==> config.mk <==
export PLATFORM = sky130hd
export DESIGN_NAME = dma_burst_addr_gen
export DESIGN_NICKNAME = d
export VERILOG_FILES = /design/src/rtl/dba_pkg.sv /design/src/rtl/dba_cfg_check.sv /design/src/rtl/dba_block_ctr.sv /design/src/rtl/dba_addr_unit.sv /design/src/rtl/dma_burst_addr_gen.sv
export SDC_FILE = /design/constraint.sdc
export NUM_CORES = 1
export LEC_CHECK = 0
export BUFFER_PORTS_ARGS = -buffer_cell sky130_fd_sc_hd__buf_2
export CORE_AREA = 2 2 185 187
export DETAILED_ROUTE_END_ITERATION = 10
export DIE_AREA = 0 0 187 189
export PLACE_DENSITY_LB_ADDON = 0.3
export SETUP_SLACK_MARGIN = 0.15
export SKIP_LAST_GASP = 1
export SYNTH_ARGS = -nofsm -noshare
export SYNTH_HDL_FRONTEND = slang
export SYNTH_SLANG_ARGS = --single-unit
==> constraint.sdc <==
create_clock -name clk -period 17.25 [get_ports clk]
set_clock_uncertainty 0.1 [all_clocks]
set_input_delay 0.8625 -clock clk [delete_from_list [all_inputs] [get_ports clk]]
set_output_delay 0.8625 -clock clk [all_outputs]
set_load 0.005 [all_outputs]
==> src/rtl/dba_pkg.sv <==
// Package dba_pkg: constants and helpers shared by the burst address generator.
// Assumes the width code is at most 2 bits wide (up to 8-byte beats).
package dba_pkg;
    localparam int WLOG_W = 2;

    // Mask of the address bits that must be zero for the given width code.
    function automatic logic [7:0] align_mask(input logic [WLOG_W-1:0] wlog);
        return 8'((1 << wlog) - 1);
    endfunction
endpackage

==> src/rtl/dba_cfg_check.sv <==
// dba_cfg_check: combinational check of the configuration presented with start.
// Flags a misaligned gap, a block size that is zero or misaligned, and a zero burst length.
// Assumes OFS_W and BLK_W are both at least 8.
module dba_cfg_check
    import dba_pkg::*;
#(
    parameter int OFS_W  = 13,
    parameter int BLK_W  = 16,
    parameter int BLEN_W = 8
) (
    input  logic [WLOG_W-1:0] wlog,
    input  logic [OFS_W-1:0]  gap,
    input  logic [BLK_W-1:0]  blk,
    input  logic [BLEN_W-1:0] blen,
    output logic              bad
);
    logic [OFS_W-1:0] gap_mask;
    logic [BLK_W-1:0] blk_mask;

    // Combine all the reasons a configuration is rejected.
    always_comb begin
        gap_mask = OFS_W'(align_mask(wlog));
        blk_mask = BLK_W'(align_mask(wlog));
        bad = (|(gap & gap_mask)) | (|(blk & blk_mask)) | (blk == '0) | (blen == '0);
    end
endmodule

==> src/rtl/dba_block_ctr.sv <==
// dba_block_ctr: tracks the bytes left in the block and sizes each burst.
// A burst is the full span unless fewer bytes remain, in which case it is cut short.
// Assumes blen_q and wlog_q are already latched when run is high.
module dba_block_ctr
    import dba_pkg::*;
#(
    parameter int BLK_W  = 16,
    parameter int BLEN_W = 8
) (
    input  logic              clk,
    input  logic              rst_n,
    input  logic              start,
    input  logic              go,
    input  logic              burst_done,
    input  logic [BLK_W-1:0]  blk_in,
    input  logic [BLEN_W-1:0] blen_q,
    input  logic [WLOG_W-1:0] wlog_q,
    output logic              run,
    output logic [BLK_W-1:0]  burst_bytes,
    output logic              trunc,
    output logic              block_done
);
    localparam int CW = 32;

    logic [BLK_W-1:0] rem_q;
    logic [CW-1:0]    span_x;
    logic [CW-1:0]    rem_x;

    // Size the current burst as the full span, or whatever remains if that is less.
    always_comb begin
        span_x      = CW'(blen_q) << wlog_q;
        rem_x       = CW'(rem_q);
        trunc       = rem_x < span_x;
        burst_bytes = trunc ? rem_q : BLK_W'(span_x);
    end

    // Load the block size on a valid start, count it down per burst, pulse done at zero.
    always_ff @(posedge clk) begin
        if (!rst_n) begin
            rem_q      <= '0;
            run        <= 1'b0;
            block_done <= 1'b0;
        end else begin
            block_done <= 1'b0;
            if (start) begin
                rem_q <= go ? blk_in : '0;
                run   <= go;
            end else if (run && burst_done) begin
                rem_q <= rem_q - burst_bytes;
                if (rem_q == burst_bytes) begin
                    run        <= 1'b0;
                    block_done <= 1'b1;
                end
            end
        end
    end
endmodule

==> src/rtl/dba_addr_unit.sv <==
// dba_addr_unit: holds the current burst start and the current beat address.
// Steps by one width per beat when incrementing, and computes the next burst start when a burst ends.
// Assumes the caller has gated adv_beat and adv_burst so that they are never high together.
module dba_addr_unit
    import dba_pkg::*;
#(
    parameter int ADDR_W = 32,
    parameter int OFS_W  = 13,
    parameter int BLK_W  = 16
) (
    input  logic              clk,
    input  logic              rst_n,
    input  logic              load,
    input  logic [ADDR_W-1:0] addr_in,
    input  logic              adv_beat,
    input  logic              adv_burst,
    input  logic              inc,
    input  logic              dec,
    input  logic [WLOG_W-1:0] wlog,
    input  logic [OFS_W-1:0]  gap,
    input  logic [BLK_W-1:0]  bytes,
    input  logic              trunc,
    output logic [ADDR_W-1:0] beat_addr
);
    logic [ADDR_W-1:0] base_q;
    logic [ADDR_W-1:0] past_burst;
    logic [ADDR_W-1:0] next_base;

    // Next burst start: the burst span when incrementing, then the gap unless the burst was cut short.
    always_comb begin
        past_burst = base_q + (inc ? ADDR_W'(bytes) : '0);
        if (trunc)
            next_base = past_burst;
        else if (dec)
            next_base = past_burst - ADDR_W'(gap);
        else
            next_base = past_burst + ADDR_W'(gap);
    end

    // Update the burst start and the beat address from load, burst-end and beat events.
    always_ff @(posedge clk) begin
        if (!rst_n) begin
            base_q    <= '0;
            beat_addr <= '0;
        end else if (load) begin
            base_q    <= addr_in;
            beat_addr <= addr_in;
        end else if (adv_burst) begin
            base_q    <= next_base;
            beat_addr <= next_base;
        end else if (adv_beat && inc) begin
            beat_addr <= beat_addr + (ADDR_W'(1) << wlog);
        end
    end
endmodule

==> src/rtl/dma_burst_addr_gen.sv <==
// dma_burst_addr_gen: generates beat and burst addresses for one side of a DMA channel.
// Latches the configuration on start, rejects a bad configuration, then follows
// beat_ack and burst_done until the block is used up. A burst completion takes
// priority over a beat acceptance in the same cycle.
module dma_burst_addr_gen
    import dba_pkg::*;
#(
    parameter int ADDR_W = 32,
    parameter int OFS_W  = 13,
    parameter int BLK_W  = 16,
    parameter int BLEN_W = 8
) (
    input  logic              clk,
    input  logic              rst_n,
    input  logic              start,
    input  logic              beat_ack,
    input  logic              burst_done,
    input  logic [ADDR_W-1:0] cfg_base_addr,
    input  logic [WLOG_W-1:0] cfg_wlog,
    input  logic [BLEN_W-1:0] cfg_beats,
    input  logic [BLK_W-1:0]  cfg_blk_bytes,
    input  logic              cfg_inc,
    input  logic              cfg_dec,
    input  logic [OFS_W-1:0]  cfg_gap,
    output logic [ADDR_W-1:0] beat_addr,
    output logic [BLK_W-1:0]  burst_bytes,
    output logic              run,
    output logic              block_done,
    output logic              cfg_err
);
    logic              bad;
    logic              go;
    logic              trunc;
    logic              inc_q;
    logic              dec_q;
    logic [WLOG_W-1:0] wlog_q;
    logic [BLEN_W-1:0] blen_q;
    logic [OFS_W-1:0]  gap_q;

    assign go = start && !bad;

    dba_cfg_check #(.OFS_W(OFS_W), .BLK_W(BLK_W), .BLEN_W(BLEN_W)) chk_u (
        .wlog(cfg_wlog), .gap(cfg_gap), .blk(cfg_blk_bytes), .blen(cfg_beats), .bad(bad)
    );

    // Capture the configuration and the check result on every start.
    always_ff @(posedge clk) begin
        if (!rst_n) begin
            inc_q   <= 1'b0;
            dec_q   <= 1'b0;
            wlog_q  <= '0;
            blen_q  <= '0;
            gap_q   <= '0;
            cfg_err <= 1'b0;
        end else if (start) begin
            inc_q   <= cfg_inc;
            dec_q   <= cfg_dec;
            wlog_q  <= cfg_wlog;
            blen_q  <= cfg_beats;
            gap_q   <= cfg_gap;
            cfg_err <= bad;
        end
    end

    dba_block_ctr #(.BLK_W(BLK_W), .BLEN_W(BLEN_W)) ctr_u (
        .clk(clk), .rst_n(rst_n), .start(start), .go(go), .burst_done(burst_done),
        .blk_in(cfg_blk_bytes), .blen_q(blen_q), .wlog_q(wlog_q), .run(run),
        .burst_bytes(burst_bytes), .trunc(trunc), .block_done(block_done)
    );

    dba_addr_unit #(.ADDR_W(ADDR_W), .OFS_W(OFS_W), .BLK_W(BLK_W)) addr_u (
        .clk(clk), .rst_n(rst_n), .load(go), .addr_in(cfg_base_addr),
        .adv_beat(run && beat_ack && !burst_done), .adv_burst(run && burst_done),
        .inc(inc_q), .dec(dec_q), .wlog(wlog_q), .gap(gap_q),
        .bytes(burst_bytes), .trunc(trunc), .beat_addr(beat_addr)
    );
endmodule

==> metrics <==
final core utilization 32.7%; Final Max Tran Viols 0; syn_area_per_cell 7.38 sq um; Slew Limit Headroom a little under a quarter; FF-to-FF Start wlog_q[0]; # rows 67; Die H about 190 um; total negative slack 0 ns; area grow syn2layout 14.5%; largest fanout on the critical path 49; initial DRC count 642; worst hold path depth 2; CTS HTree Levels 3; number of synthesized register bits ~110; critical path class register to register; Post-CTS Setup Repair Bufs 0; nets@finish around 1500; clock root cell clkbuf_16; Startpoint Class register; Ys Warns 0; reg2reg setup slack slightly above 8 ns; Placer Congestion 0.904; worst path bufs/invs 2; Achievable Freq ~110 MHz; Seq/Total Area, Yosys a little under a quarter; via total after detailed routing a little under 10000; antenna violations before repair 1; CTS tree done; CTS Buf Count 9; Distinct cells, synth 89; CTS resizes 0; Final Hold Viols 0; Hold Crit Start addr_u.base_q[6]; worst min path class register to register; slowest stage delay, CP 0.65 ns; Hold Buf Count CTS 0; LEAKAGE 4.74 nW; final period utilization 52.5%; Critical Path RT between 15 and 20 ns; Post-DP HPWL 25700 um; vias in the first global route around 9400; Post-route DRC 0; fillers 3609; critical path's top delay family compound AO/OA/AOI/OAI gates; ys async rst share 0%; PortBufs ~120; die area 35300 sq um; die span in x roughly 190 um; mapped cell area approximately 9500 sq um; Critical-path top delay cell dfxtp_1; r2r endpoint addr_u.beat_addr[30]; I/O Pins 129; ANT nets after route 0; core outline area 33300 sq um; largest net degree at the start of global routing 59; endpoints failing setup 0; Pre-antenna DRT Iters 5; Syn Inst Count around 1300; max_cap viols 0; Worst-Skew Late Latency 0.36 ns; first-pass GRT wire length a little over 50000 um; DR vias/cell approximately 5.3; minimum clock period just over 9 ns; Overall Global Routing Usage 18.2%; Pwr Density approximately 82 nW/um^2; Clock Path Buffers 2; WL/cell around 18 um; number of synthesized flops with an enable pin 0; status complete, no violations; Worst R2R Path Depth 38; total power approximately 890 uW; IR drop worst, VDD 0.0502 mV; Crit path arrival time between 9 and 10 ns; Initial Util 28.6%; critical path endpoint category register; Main synth FF type dfxtp_1; gr ovfl total 0; RSZ-0062 raised after global routing false; Worst Hold End addr_u.base_q[6]; clock-pin transition on the worst setup and hold timing paths about 0.08 ns; clock sinks roughly 110; Tightest Pin Transition between 1 and 1.5 ns; WL final around 32000 um; fraction of layout cells with a size suffix above 1 ~14%
==> flip-flops by register name (all words and copies together), names as in the netlist <==
register and cells:
addr_u.base_q 32, addr_u.beat_addr 32, blen_q 8, cfg_err 1
ctr_u.block_done 1, ctr_u.rem_q 16, ctr_u.run 1, dec_q 1
gap_q 13, inc_q 1, wlog_q 2
==> worst reg2reg max path, delay by kind of cell (launching register included) <==
kind            cells  cell delay (ns)
flops               1             0.65
compound gates     26             5.46
simple gates        5             0.56
fa+ha+maj           4             1.29
mux                 1             0.31
buf+inv             2             0.58
==> power breakdown <==
part / switching [mW] / leakage (nW) / internal (mW) / total (mW)
logic: 0.236 / 3.72 / 0.149 / 0.385
clock network: 0.0970 / 0.145 / 0.126 / 0.223
registers: 0.0178 / 0.881 / 0.263 / 0.281
total: 0.351 / 4.74 / 0.538 / 0.889
==> metal layers <==
layer	wire, um	part of all wire, %	vias to the layer above	GRT usage [%]
li1	-	-	4814	-
met1	14000	43	4565	22.6
met2	15400	47	311	31.2
met3	2060	6.4	51	3.60
met4	947	2.9	0	6.50
met5	0	0	-	0
==> final cells by class <==
class / count / area [sq um] / share of cell area, %
Sequential cell: 108 / 2160 / 19.9
Timing Repair Buffer: 134 / 698 / 6.41
Tap cell: 448 / 561 / 5.15
Clock inverter: 4 / 76.3 / 0.701
Multi-Input combinational cell: 1054 / 6870 / 63.1
Clock buffer: 10 / 229 / 2.10
Antenna cell: 1 / 2.50 / 0.0230
Inverter: 78 / 294 / 2.70
==> worst max-delay path by stage <==
stage | startpoint | to | slack (ns) | cells past startpoint
2_1_floorplan | wlog_q[0] | addr_u.base_q[26] | 9.10 | 41
3_3_place_gp | wlog_q[0] | addr_u.beat_addr[30] | 8.58 | 38
3_5_place_dp | wlog_q[0] | addr_u.beat_addr[30] | 8.28 | 38
4_1_cts | wlog_q[0] | addr_u.beat_addr[30] | 8.25 | 38
5_1_grt | wlog_q[0] | addr_u.beat_addr[23] | 7.19 | 39
6_report | wlog_q[0] | addr_u.beat_addr[30] | 8.19 | 38
==> cell usage in the layout (no fill, tap or decap), types with 12 or more instances in the layout <==
cell / Yosys / layout
xnor2_1: 58 / 58
o21a_1: 14 / 14
a211oi_1: 16 / 16
xor2_1: 21 / 21
ha_1: 74 / 74
and3_1: 19 / 19
nand3_1: 29 / 29
dfxtp_1: 108 / 108
nand2b_1: 12 / 12
buf_2: 5 / 123
a21oi_1: 143 / 143
nor3_1: 24 / 24
a21o_1: 24 / 24
nor2_1: 162 / 161
mux2i_1: 35 / 35
nand4_1: 13 / 13
nand2_1: 123 / 123
a31oi_1: 20 / 20
o21ai_0: 81 / 81
inv_1: 71 / 71
==> through the flow <==
stage / std cells / area [sq um] / setup slack, ns / hold slack, ns
final: 1837 / 10900 / 8.19 / 0.365
after global routing: 1836 / 10900 / 7.19 / 0.385
after CTS: 1836 / 10900 / 8.25 / 0.367
after detailed placement: 1822 / 10600 / 8.28 / 0.357
after global placement: 1822 / 10600 / 8.58 / 0.354
after floorplan: 1297 / 9550 / 9.10 / 0.341
==> logic make-up after synthesis <==
logic type,synth area share [%]
other,0.0394
buffers and inverters,5.60
and+or+nand+nor,21.0
adders and majority gates,10.7
muxes,4.28
DFF,22.7
AOI/OAI and AO/OA,28.2
xor gates and xnor gates,7.51
==> synth_stat cells, drive strengths merged (5+ instances only) <==
master | n | share of area (%)
ha | 74 | 9.7
dfxtp | 108 | 23
a221o | 5 | 0.53
a211oi | 19 | 1.7
nand4 | 13 | 0.86
nand3 | 30 | 1.6
o31ai | 6 | 0.53
o211ai | 12 | 1.0
clkbuf | 42 | 1.7
a221oi | 8 | 0.74
nand2b | 12 | 0.79
clkinv | 7 | 0.29
a22oi | 11 | 0.87
or3 | 6 | 0.45
a21o | 24 | 1.9
nor4 | 10 | 0.72
nor2b | 8 | 0.53
nor3 | 26 | 1.5
nand2 | 124 | 4.9
and3 | 19 | 1.2
or2 | 5 | 0.33
mux2 | 5 | 0.59
and2 | 9 | 0.61
xor2 | 21 | 1.9
o21bai | 9 | 0.71
inv | 71 | 2.8
o21a | 14 | 1.1
xnor2 | 58 | 5.3
mux2i | 35 | 3.7
nor2 | 163 | 6.5
buf | 15 | 0.86
a21oi | 144 | 7.7
o21ai | 88 | 4.6
a31oi | 21 | 1.5
(Power assumes the default switching activity.)
